File: config.mk
export PLATFORM = sky130hd
export DESIGN_NAME = smb_host_regs
export DESIGN_NICKNAME = d
export VERILOG_FILES = /design/src/rtl/smb_regs_pkg.sv /design/src/rtl/smb_ctrl_unit.sv /design/src/rtl/smb_status_unit.sv /design/src/rtl/smb_read_mux.sv /design/src/rtl/smb_host_regs.sv
export SDC_FILE = /design/constraint.sdc
export NUM_CORES = 1
export LEC_CHECK = 0
export BUFFER_PORTS_ARGS = -buffer_cell sky130_fd_sc_hd__buf_2
export CAP_MARGIN = 0
export CORE_MARGIN = 3
export CORE_UTILIZATION = 52
export CTS_CLUSTER_SIZE = 25
export DETAILED_ROUTE_END_ITERATION = 6
export PLACE_DENSITY = 0.89
export SYNTH_ARGS = -nofsm -noshare
export SYNTH_HDL_FRONTEND = slang
export SYNTH_HIERARCHICAL = 1
export SYNTH_SLANG_ARGS = --single-unit
File: constraint.sdc
create_clock -name clk -period 1.55 [get_ports clk]
set_input_delay 0.155 -clock clk [delete_from_list [all_inputs] [get_ports clk]]
set_output_delay 0.155 -clock clk [all_outputs]
set_load 0.005 [all_outputs]
File: src/rtl/smb_regs_pkg.sv
package smb_regs_pkg;

    localparam int OFS_STS    = 0;
    localparam int OFS_CTL    = 2;
    localparam int PLAIN_BASE = 3;   // command, slave, data0, data1 follow
    localparam int NUM_PLAIN  = 4;
    localparam int OFS_AUX    = 13;
    localparam int AUX_BITS   = 2;

    localparam logic [7:0] CLR_MASK = 8'h9E;

    typedef struct packed {
        logic byte_done;
        logic in_use;
        logic alert;
        logic failed;
        logic bus_err;
        logic dev_err;
        logic intr;
        logic busy;
    } sts_t;

    typedef struct packed {
        logic       pec;
        logic       start;
        logic [3:0] proto;
        logic       kill;
        logic       ie;
    } ctl_t;

    function automatic logic irq_cause(input sts_t s);
        return s.intr | s.dev_err | s.bus_err | s.failed;
    endfunction

endpackage

File: src/rtl/smb_ctrl_unit.sv
module smb_ctrl_unit
    import smb_regs_pkg::*;
(
    input  logic                      clk,
    input  logic                      rst,
    input  logic                      wr_ctl,
    input  logic                      wr_aux,
    input  logic [NUM_PLAIN-1:0]      wr_plain,
    input  logic [7:0]                wdata,
    input  logic                      busy,
    output ctl_t                      ctl_q,
    output logic [NUM_PLAIN-1:0][7:0] plain_q,
    output logic [AUX_BITS-1:0]       aux_q,
    output logic                      start_req,
    output logic                      kill_hit,
    output logic                      start_pulse
);

    ctl_t wctl;
    assign wctl = ctl_t'(wdata);

    assign start_req = wr_ctl && wctl.start && !wctl.kill && !busy;
    assign kill_hit  = wr_ctl && wctl.kill && busy;

    always_ff @(posedge clk) begin
        if (rst) begin
            ctl_q       <= '0;
            start_pulse <= 1'b0;
        end else begin
            start_pulse <= start_req;
            ctl_q.start <= 1'b0;
            if (wr_ctl) begin
                ctl_q.ie   <= wctl.ie;
                ctl_q.kill <= wctl.kill;
                if (!busy) begin
                    ctl_q.pec   <= wctl.pec;
                    ctl_q.proto <= wctl.proto;
                end
            end
        end
    end

    for (genvar i = 0; i < NUM_PLAIN; i++) begin : g_plain
        always_ff @(posedge clk) begin
            if (rst)
                plain_q[i] <= '0;
            else if (wr_plain[i])
                plain_q[i] <= wdata;
        end
    end

    always_ff @(posedge clk) begin
        if (rst)
            aux_q <= '0;
        else if (wr_aux)
            aux_q <= wdata[AUX_BITS-1:0];
    end

endmodule

File: src/rtl/smb_status_unit.sv
module smb_status_unit
    import smb_regs_pkg::*;
(
    input  logic       clk,
    input  logic       rst,
    input  logic [7:0] clr_mask,
    input  logic       start_req,
    input  logic       kill_hit,
    input  logic       ev_byte,
    input  logic       ev_done,
    input  logic       ev_dev,
    input  logic       ev_bus,
    output sts_t       sts_q
);

    sts_t set_v;
    sts_t sts_d;
    logic finish;

    always_comb begin
        set_v           = '0;
        set_v.byte_done = sts_q.busy && ev_byte;
        set_v.intr      = sts_q.busy && ev_done;
        set_v.dev_err   = sts_q.busy && ev_dev;
        set_v.bus_err   = sts_q.busy && ev_bus;
        set_v.failed    = kill_hit;
        finish          = set_v.intr || set_v.dev_err || set_v.bus_err || kill_hit;

        sts_d      = sts_t'((sts_q & ~clr_mask) | set_v);
        sts_d.busy = start_req ? 1'b1 : (finish ? 1'b0 : sts_q.busy);
    end

    always_ff @(posedge clk) begin
        if (rst)
            sts_q <= '0;
        else
            sts_q <= sts_d;
    end

endmodule

File: src/rtl/smb_read_mux.sv
module smb_read_mux
    import smb_regs_pkg::*;
#(
    parameter int ADDR_W = 4
) (
    input  logic [ADDR_W-1:0]         addr,
    input  logic                      rd,
    input  sts_t                      sts,
    input  ctl_t                      ctl,
    input  logic [NUM_PLAIN-1:0][7:0] plain,
    input  logic [AUX_BITS-1:0]       aux,
    output logic [7:0]                rdata
);

    always_comb begin
        rdata = '0;
        if (rd) begin
            if (addr == ADDR_W'(OFS_STS))
                rdata = sts;
            else if (addr == ADDR_W'(OFS_CTL))
                rdata = ctl;
            else if (addr == ADDR_W'(OFS_AUX))
                rdata = {{(8-AUX_BITS){1'b0}}, aux};
            for (int i = 0; i < NUM_PLAIN; i++)
                if (addr == ADDR_W'(PLAIN_BASE + i))
                    rdata = plain[i];
        end
    end

endmodule

File: src/rtl/smb_host_regs.sv
module smb_host_regs
    import smb_regs_pkg::*;
#(
    parameter int ADDR_W = 4
) (
    input  logic              clk,
    input  logic              rst,
    input  logic [ADDR_W-1:0] reg_addr,
    input  logic              reg_wr,
    input  logic              reg_rd,
    input  logic [7:0]        reg_wdata,
    output logic [7:0]        reg_rdata,
    output logic              eng_start,
    output logic              eng_kill,
    output logic [3:0]        eng_proto,
    output logic              eng_pec_en,
    output logic [7:0]        eng_cmd,
    output logic [7:0]        eng_slave,
    output logic [7:0]        eng_data0,
    output logic [7:0]        eng_data1,
    output logic              eng_aux_crc,
    output logic              eng_aux_blkbuf,
    input  logic              eng_byte_done,
    input  logic              eng_done,
    input  logic              eng_dev_err,
    input  logic              eng_bus_err,
    output logic              busy,
    output logic              irq
);

    logic                      wr_sts, wr_ctl, wr_aux;
    logic [NUM_PLAIN-1:0]      wr_plain;
    logic [7:0]                clr_mask;
    logic                      start_req, kill_hit;
    ctl_t                      ctl_q;
    sts_t                      sts_q;
    logic [NUM_PLAIN-1:0][7:0] plain_q;
    logic [AUX_BITS-1:0]       aux_q;

    assign wr_sts   = reg_wr && (reg_addr == ADDR_W'(OFS_STS));
    assign wr_ctl   = reg_wr && (reg_addr == ADDR_W'(OFS_CTL));
    assign wr_aux   = reg_wr && (reg_addr == ADDR_W'(OFS_AUX));
    assign clr_mask = wr_sts ? (reg_wdata & CLR_MASK) : 8'h00;

    for (genvar i = 0; i < NUM_PLAIN; i++) begin : g_dec
        assign wr_plain[i] = reg_wr && (reg_addr == ADDR_W'(PLAIN_BASE + i));
    end

    smb_ctrl_unit u_ctrl (
        .clk         (clk),
        .rst         (rst),
        .wr_ctl      (wr_ctl),
        .wr_aux      (wr_aux),
        .wr_plain    (wr_plain),
        .wdata       (reg_wdata),
        .busy        (sts_q.busy),
        .ctl_q       (ctl_q),
        .plain_q     (plain_q),
        .aux_q       (aux_q),
        .start_req   (start_req),
        .kill_hit    (kill_hit),
        .start_pulse (eng_start)
    );

    smb_status_unit u_sts (
        .clk       (clk),
        .rst       (rst),
        .clr_mask  (clr_mask),
        .start_req (start_req),
        .kill_hit  (kill_hit),
        .ev_byte   (eng_byte_done),
        .ev_done   (eng_done),
        .ev_dev    (eng_dev_err),
        .ev_bus    (eng_bus_err),
        .sts_q     (sts_q)
    );

    smb_read_mux #(.ADDR_W(ADDR_W)) u_rmux (
        .addr  (reg_addr),
        .rd    (reg_rd),
        .sts   (sts_q),
        .ctl   (ctl_q),
        .plain (plain_q),
        .aux   (aux_q),
        .rdata (reg_rdata)
    );

    assign busy           = sts_q.busy;
    assign irq            = ctl_q.ie && irq_cause(sts_q);
    assign eng_kill       = ctl_q.kill;
    assign eng_proto      = ctl_q.proto;
    assign eng_pec_en     = ctl_q.pec;
    assign eng_cmd        = plain_q[0];
    assign eng_slave      = plain_q[1];
    assign eng_data0      = plain_q[2];
    assign eng_data1      = plain_q[3];
    assign eng_aux_crc    = aux_q[0];
    assign eng_aux_blkbuf = aux_q[1];

endmodule

==> impl_metrics.tcl, run 1 <==
set metrics [dict create \
    swShare_pct 23.9 \
    hpwlAfterDp_mm 4.98 \
    drive_above_1_share_pct 39.0 \
    grt_pass1_wl_mm 10.9 \
    antennaDiodeCount 0 \
    violations "negative setup slack" \
    die_y_um 75.6 \
    htreeDepth 2 \
    layout.cells.non_filler 414 \
    synth_ff_type "dfxtp_1" \
    ys_types 49 \
    drtPass1Iterations 5 \
    finalWirelength_mm 7.40 \
    setup_slack_ps -61.2 \
    area_growth_pct 27.2 \
    status "finished, violations left" \
    hold_viol_final 0 \
    cts_tree "yes" \
    r2r_slack_ps 370 \
    vias 2464 \
    cts_max_path_buffers 2 \
    hold_class "primary input to flip-flop" \
    max_freq_mhz 621 \
    core_um2 4500 \
    cts_sinks 50 \
    yosysTopAreaCell "dfxtp_1" \
    cts_root_buf "clkbuf_8" \
    p_leak_nw 1.40 \
    yosysWarnings 6 \
    fin_crit_sh_pct 104 \
    syn_avg_cell_area_um2 9.31 \
    p_seq_share_pct 51.4 \
    async_flop_share_pct 0 \
    p_sw_w 0.000608 \
    placementRows 24 \
    netlist_area_um2 2520 \
    cp_cell_sequence "mux2_4 > a22oi_2 > o22ai_2 > o211a_1 > buf_2" \
    synth-seq-area-share_pct 39.7 \
    drt_iter0_markers 268 \
    syn_inst 271 \
    synth_top_area_share_pct 39.7 \
    hold_buffers 0 \
    layout.cells.most_common_list "68 x buf_2, 45 x nor2_1, 38 x dfxtp_1" \
    via_per_inst 5.95 \
    holdWs_ps 115 \
    grt_max_degree 23 \
    track_usage_pct 25.5 \
    ys_top_cells_by_area "dfxtp_1 40%, mux2i_1 14%, nor2_1 6.8%" \
    drc 0 \
    antenna_found_initial 0 \
    drt-wirelength-per-cell_um 17.9 \
    grt_pass1_vias 2179 \
    start_util_pct 56.0 \
    cpPeakStageDelay_ps 340 \
    cp_max_fo 2 \
    maxCapViolCount 0 \
    globalplace.congestion 0.936 \
    p_int_w 0.00194 \
    irDropWorstVdd_v 0.000433 \
    pwr-share-clk_pct 37.0 \
    ys_seq_elements 50 \
    final_common_cell "buf_2" \
    io_buffers 70 \
    boundaryPins 71 \
    arrival_ps 1460 \
    dieArea_um2 5720 \
    crit_path_end_kind "output port" \
    grt_overflow 0 \
    slew_violations 0 \
    crit_slowest_cell "dfxtp_2" \
    numPlacedInstances 398 \
    fin_crit_ps 1610 \
    cts_buffers 5 \
    die_w_um 75.6 \
    critPathKind "flip-flop to output port" \
    synth_edf_count 0 \
    fin_skew_ps 3.50 \
    ant_nets 0 \
    rsz0062_at_grt "yes" \
    clk_pin_slew_ps 90 \
    setup_violations 1 \
    clock_latency_ps 310 \
    pwr-share-comb_pct 11.7 \
    crit_required_ps 1390 \
    fin_nets 382 \
    cellPowerDensity_nw_per_um2 793 \
    cp-start-kind "flip-flop" \
]
## per-stage QoR
step	cell area (um2)	power [W]	util (%)	TNS [ps]	setup WS (ps)
floorplan	2530	0.00150	-	0	321
global placement	2950	0.00160	65.4	0	32.9
detailed placement	2950	0.00161	65.4	-141	-65.7
CTS	3120	0.00253	69.2	0	1.18
global route	3210	0.00264	71.3	-228	-137
finish	3210	0.00255	71.3	-61.2	-61.2
## critical path: cells and delay by family (launching register included)
kind | cells | cell delay (ps)
AOI/OAI and AO/OA | 3 | 400
buffers and inverters | 1 | 120
DFF | 1 | 340
muxes | 1 | 290
## timing repair
action | in CTS | in global routing
resized for setup | 11 | 17
setup buffers | 4 | 5
setup endpoints to repair | 8 | 8
pin swaps | 6 | 7
## power groups by stage
stage | clock, W | combinational, W | sequential (W)
floorplan | 0 | 0.000158 | 0.00134
global placement | 0 | 0.000261 | 0.00134
detailed placement | 0 | 0.000268 | 0.00134
CTS | 0.000947 | 0.000276 | 0.00131
global route | 0.00101 | 0.000321 | 0.00131
finish | 0.000941 | 0.000298 | 0.00131
## cell families (layout without fill, tap and decap cells)
group / Yosys count / count (layout) / synth area share [%]
other cells: 2 / 3 / 0.298
simple gates: 106 / 106 / 22.6
flops: 50 / 50 / 39.7
buf+inv: 19 / 109 / 6.20
mux: 41 / 41 / 16.7
compound gates: 53 / 53 / 14.5
## sequential cells by signal (all words and copies together), names as in the netlist
signal and cells:
u_ctrl/start_pulse 1, u_sts/sts_q 8, u_ctrl/ctl_q 7, u_ctrl/aux_q 2, u_ctrl/plain_q 32
## final cells by class
cell class	count	area [um2]
inverter	3	11.3
multi-input combinational	203	1430
timing repair buffer	99	573
clock buffer	6	82.6
fill	311	1290
sequential	50	1020
clock inverter	1	30.0
tap	52	65.1
## worst paths after layout
| path | from | endpoint | cells past startpoint |
|---|---|---|---|
| max | u_ctrl/ctl_q[7] | reg_rdata[7] | 5 |
| min | eng_bus_err | u_sts/sts_q[3] | 3 |
| max reg2reg | u_sts/sts_q[0] | u_sts/sts_q[0] | 4 |
| min reg2reg | u_sts/sts_q[6] | u_sts/sts_q[6] | 1 |
## Yosys cell counts (2+ instances only)
library cell,n
dfxtp_1,50
o221ai_1,4
mux2i_1,36
nor2_2,3
nand4bb_1,5
nor3b_1,3
mux2_1,4
a2bb2oi_1,2
o211a_1,2
nor2b_1,3
a21oi_1,14
buf_4,7
o221a_1,2
o22ai_1,4
buf_6,5
a22o_1,3
and3_1,3
o21ai_1,6
and2b_1,2
nand2_1,14
nor2_1,46
o21ai_0,6
a32oi_1,2
a22oi_1,3
inv_1,2
clkbuf_1,2
nor3_1,2
conb_1,2
nand2b_1,13
and3b_1,2
## per-layer routing
metal / up-vias / routed length [um] / GRT usage, %
li1: 1137 / - / -
met2: 124 / 3540 / 41.6
met5: - / 0 / 0
met3: 31 / 511 / 3.96
met1: 1172 / 3120 / 33.5
met4: 0 / 233 / 10.7
Note: power is estimated with default switching activity, not from simulation.
==> inputs of run 2 (changes only) <==
CORE_MARGIN = 2   (was 3)
HOLD_SLACK_MARGIN = 0.1   (was default)
MAX_ROUTING_LAYER = met4   (was default)
==> impl_metrics.tcl, run 2 (same netlist as run 1, synthesis figures left out) <==
set metrics [dict create \
    p_sw_w 0.000633 \
    antenna_found_initial 0 \
    p_int_w 0.00174 \
    fin_skew_ps 3.91 \
    vias 2451 \
    cts_max_path_buffers 2 \
    crit_required_ps 1390 \
    cellPowerDensity_nw_per_um2 741 \
    via_per_inst 5.82 \
    fin_util_pct 68.3 \
    grt_overflow 0 \
    clock_latency_ps 310 \
    finalPower_w 0.00238 \
    hold_viol_final 0 \
    numPlacedInstances 402 \
    io_buffers 70 \
    globalplace.congestion 0.971 \
    drt-wirelength-per-cell_um 17.1 \
    layout.cells.most_common_list "68 x buf_2, 46 x nor2_1, 37 x dfxtp_1" \
    cpPeakStageDelay_ps 330 \
    cts_sinks 50 \
    setup_slack_ps 11.2 \
    crit_path_end_kind "output port" \
    cts_tree "yes" \
    fill_cells 374 \
    hpwlAfterDp_mm 5.12 \
    largest_reg_flops 32 \
    grt_pass1_wl_mm 11.2 \
    pwr-share-clk_pct 32.4 \
    drt_iter0_markers 189 \
    cp_max_fo 2 \
    dieArea_um2 5420 \
    crit_slowest_cell "dfxtp_2" \
    boundaryPins 71 \
    drtPass1Iterations 7 \
    placementRows 25 \
    placed_area_um2 2960 \
    setup_violations 0 \
    die_w_um 73.6 \
    cp_cell_sequence "mux2_4 > a22oi_2 > o22ai_1 > o211a_1 > buf_2" \
    p_leak_nw 1.41 \
    layout.cells.non_filler 421 \
    critPathKind "flip-flop to output port" \
    slew_violations 0 \
    area_growth_pct 27.0 \
    fin_nets 386 \
    maxCapViolCount 0 \
    start_util_pct 53.8 \
    irDropWorstVdd_v 0.000598 \
    fin_crit_ps 1540 \
    track_usage_pct 28.2 \
    place_ws_ps -1.90 \
    drc 0 \
    p_seq_share_pct 55.1 \
    grt_pass1_vias 2369 \
    drive_above_1_share_pct 38.1 \
    final_common_cell "buf_2" \
    swShare_pct 26.6 \
    largest_register "u_ctrl/plain_q" \
    pwr-share-comb_pct 12.5 \
    core_um2 4690 \
    hold_class "primary input to flip-flop" \
    antennaDiodeCount 0 \
    finalWirelength_mm 7.18 \
    status "completed" \
    ant_nets 0 \
    fin_crit_sh_pct 99.3 \
    die_y_um 73.6 \
    rsz0062_at_grt "yes" \
    arrival_ps 1380 \
    cp-start-kind "flip-flop" \
    final_area_um2 3200 \
    clk_pin_slew_ps 90 \
    cts_buffers 5 \
    cts_root_buf "clkbuf_8" \
    htreeDepth 2 \
    largest_registers "u_ctrl/plain_q: 32 flops, u_sts/sts_q: 8 flops, u_ctrl/ctl_q: 7 flops" \
    grt_max_degree 29 \
    max_freq_mhz 650 \
]
[run 2: final timing paths]
path,start,to,slack (ps),depth (start not counted)
setup / recovery,u_ctrl/ctl_q[5],reg_rdata[5],10,5
setup reg to reg,u_sts/sts_q[0],u_sts/sts_q[0],400,4
hold reg to reg,u_sts/sts_q[6],u_sts/sts_q[6],480,1
hold / removal,eng_dev_err,u_sts/sts_q[2],100,3
[run 2: critical path: cells and delay by family, from the launching register on]
family / cells / cell delay, ps
AOI/OAI and AO/OA: 3 / 350
DFF: 1 / 330
muxes: 1 / 270
buffers and inverters: 1 / 120
[run 2: area by class of cell]
class / count / area (um2) / share of cell area [%]
multi-input combinational: 203 / 1410 / 44.0
sequential: 50 / 1020 / 31.7
tap: 54 / 67.6 / 2.11
timing repair buffer: 103 / 608 / 19.0
clock inverter: 3 / 21.3 / 0.664
inverter: 3 / 11.3 / 0.351
clock buffer: 5 / 68.8 / 2.15
[run 2: power by group through the flow]
stage | Clock (W) | Sequential, W | Combinational (W)
after detailed placement | 0 | 0.00134 | 0.000270
after floorplan | 0 | 0.00134 | 0.000158
after global routing | 0.000837 | 0.00131 | 0.000320
after global placement | 0 | 0.00134 | 0.000263
after CTS | 0.000778 | 0.00131 | 0.000284
final | 0.000770 | 0.00131 | 0.000297
[run 2: per-stage QoR]
stage	hold WS [ps]	setup TNS, ps
global route	111	-114
detailed placement	418	-1.90
floorplan	297	0
global placement	415	0
finish	96.6	0
CTS	104	-6.87
[run 2: timing repair]
item / 4_1_cts / 5_1_grt
pin swaps: 8 / 8
hold endpoints to repair: 1 / 1
resized for setup: 15 / 9
hold buffers: 1 / 1
setup endpoints to repair: 6 / 8
buffers inserted: 8 / 1
[run 2: per-layer routing]
metal	vias to the layer above	part of all wire, %	global-route usage [%]	routed length (um)
met1	1161	41	34.0	2960
li1	1150	-	-	-
met3	22	6.3	5.35	449
met2	118	50	46.2	3590
met4	0	2.5	11.7	183
met5	-	0	-	0
==> inputs of run 3 (changes only) <==
ABC_AREA = 1   (was default)
==> impl_metrics.tcl, run 3 <==
set metrics [dict create \
    grtUsageMet2_pct 45.0 \
    grt_overflow 0 \
    slew_violations 0 \
    grtUsageMet3_pct 5.62 \
    cts_root_buf "clkbuf_8" \
    largest_reg_flops 32 \
    vias 2802 \
    ant_nets 0 \
    drt-wirelength-per-cell_um 14.5 \
    antennaDiodeCount 0 \
    cts_sinks 50 \
    ys_seq_elements 50 \
    area_growth_pct 21.4 \
    start_util_pct 53.3 \
    cpPeakStageDelay_ps 450 \
    globalplace.congestion 0.902 \
    grt_max_degree 41 \
    placementRows 25 \
    reg2reg_from "u_sts/sts_q[0]" \
    drive_above_1_share_pct 24.8 \
    fill_cells 408 \
    fin_crit_sh_pct 93.8 \
    cp_max_fo 9 \
    yosysTopAreaCell "dfxtp_1" \
    p_leak_nw 1.58 \
    crit_required_ps 1390 \
    fin_skew_ps 4.45 \
    cellPowerDensity_nw_per_um2 786 \
    arrival_ps 1300 \
    clk_pin_slew_ps 90 \
    via_per_inst 5.59 \
    irDropWorstVdd_v 0.000502 \
    synth_top_area_share_pct 40.0 \
    die_w_um 73.4 \
    p_int_w 0.00173 \
    crit_family "flip-flops" \
    yosysWarnings 6 \
    hold_class "primary input to flip-flop" \
    rsz0062_at_grt "no" \
    fin_nets 466 \
    crit_slowest_cell "dfxtp_2" \
    track_usage_pct 28.1 \
    cp-start-kind "flip-flop" \
    r2r_cells 7 \
    ff_latch_area_um2 1000 \
    cp_common_cell "inv_1" \
    die_y_um 73.4 \
    status "completed" \
    cp-endpoint "reg_rdata[0]" \
    hold_viol_final 0 \
    drc 0 \
    startpoint "u_sts/sts_q[0]" \
    numPlacedInstances 488 \
    synth-seq-area-share_pct 40.0 \
    finalWirelength_mm 7.24 \
    synth_edf_count 0 \
    cts_max_path_buffers 2 \
    critPathKind "flip-flop to output port" \
    fin_crit_ps 1450 \
    core_um2 4690 \
    crit_path_end_kind "output port" \
    cp_cell_sequence "inv_1 > nor2_1 > nor2_2 > nand4_1 > nand2_1 > inv_1 > buf_2" \
    final_common_cell "buf_2" \
    layout.cells.non_filler 501 \
    setup_violations 0 \
    dieArea_um2 5380 \
    setup_tns_ps 0 \
    pwr-share-clk_pct 32.4 \
    syn_inst 369 \
    async_flop_share_pct 0 \
    swShare_pct 27.5 \
    layout.cells.most_common_list "69 x buf_2, 58 x nor2_1, 51 x inv_1" \
    hpwlAfterDp_mm 5.15 \
    grt_pass1_wl_mm 11.3 \
    boundaryPins 71 \
    worst_slew_pin_slew_ps 592 \
    ys_types 23 \
    p_seq_share_pct 55.5 \
    drtPass1Iterations 5 \
    p_sw_w 0.000657 \
    io_buffers 70 \
    crit_cells 7 \
    syn_avg_cell_area_um2 6.78 \
    antenna_found_initial 0 \
    maxCapViolCount 0 \
    clock_latency_ps 310 \
    yosysMostFrequentCell "nor2_1" \
    htreeDepth 2 \
    grt_pass1_vias 2517 \
    max-slew-margin-rel_pct 60.5 \
    synth_ff_type "dfxtp_1" \
    cts_buffers 5 \
    r2r_slack_ps 380 \
    max_freq_mhz 688 \
    multi_input_area_um2 1190 \
    rr_endpoint "u_sts/sts_q[0]" \
    met1_usage_pct 32.4 \
    top_usage_layer "met2" \
    largest_registers "u_ctrl/plain_q: 32 flops, u_sts/sts_q: 8 flops, u_ctrl/ctl_q: 7 flops" \
    cp_num_buf_inv 3 \
    synthTopCellsByCount "60 x nor2_1, 51 x inv_1, 50 x dfxtp_1" \
    ys_top_cells_by_area "dfxtp_1 40%, nor2_1 9.0%, inv_1 7.6%" \
    cts_tree "yes" \
    drt_iter0_markers 332 \
    netlist_area_um2 2500 \
    pwr-share-comb_pct 12.1 \
    largest_register "u_ctrl/plain_q" \
]
run 3: worst min-delay path by stage:
stage                        from              end  slack, ps  cells past startpoint
floorplan                     rst  u_ctrl/ctl_q[1]        220                      1
global placement    eng_byte_done   u_sts/sts_q[7]        420                      3
detailed placement  eng_byte_done   u_sts/sts_q[7]        420                      3
CTS                      eng_done   u_sts/sts_q[1]        110                      3
global route          eng_bus_err   u_sts/sts_q[3]        140                      3
finish                   eng_done   u_sts/sts_q[1]        110                      3
run 3: cell families after synthesis:
group           count (synthesis)  synth area share (%)
buf+inv                        71                  13.2
simple gates                  159                  29.0
other cells                     2                 0.300
flops                          50                  40.0
compound gates                 87                  17.5
run 3: through the flow:
| step | power (W) | hold slack, ps | utilization [%] | setup slack (ps) | cell area, um2 |
|---|---|---|---|---|---|
| after global placement | 0.00161 | 416 | 61.5 | 108 | 2890 |
| after CTS | 0.00237 | 113 | 63.7 | 25.9 | 2990 |
| final | 0.00239 | 110 | 64.7 | 95.6 | 3040 |
| after detailed placement | 0.00162 | 420 | 61.5 | 98.4 | 2890 |
| after global routing | 0.00247 | 137 | 64.7 | 2.44 | 3040 |
| after floorplan | 0.00151 | 224 | - | 410 | 2510 |
run 3: worst register-to-register path: cells and delay by family (launching register included):
family	cells	cell delay (ps)
simple gates	6	440
flops	1	450
buf+inv	1	170
run 3: repair_timing:
item	in CTS	in global routing
hold endpoints to repair	1	0
resized for setup	1	10
cloned	0	1
setup endpoints to repair	1	7
buffers inserted	0	3
hold buffers	1	0
pin swaps	0	3
run 3: layout make-up:
| class | instances | share of cell area, % |
|---|---|---|
| flip-flops and latches | 50 | 33.0 |
| multi-input cells | 250 | 39.3 |
| well taps | 54 | 2.22 |
| clock buffers | 5 | 2.27 |
| inverters | 55 | 6.80 |
| clock inverters | 3 | 0.700 |
| repair buffers | 84 | 15.7 |
run 3: per-layer routing:
metal | part of all wire (%) | wire length, um
met1 | 40 | 2880
met2 | 49 | 3560
met3 | 7.4 | 539
met4 | 3.6 | 263
met5 | 0 | 0
run 3: power groups by stage:
| stage | registers [W] | clock network, W | logic [W] |
|---|---|---|---|
| after floorplan | 0.00135 | 0 | 0.000157 |
| after global placement | 0.00136 | 0 | 0.000257 |
| after detailed placement | 0.00136 | 0 | 0.000264 |
| after CTS | 0.00133 | 0.000779 | 0.000269 |
| after global routing | 0.00133 | 0.000820 | 0.000318 |
| final | 0.00133 | 0.000774 | 0.000288 |
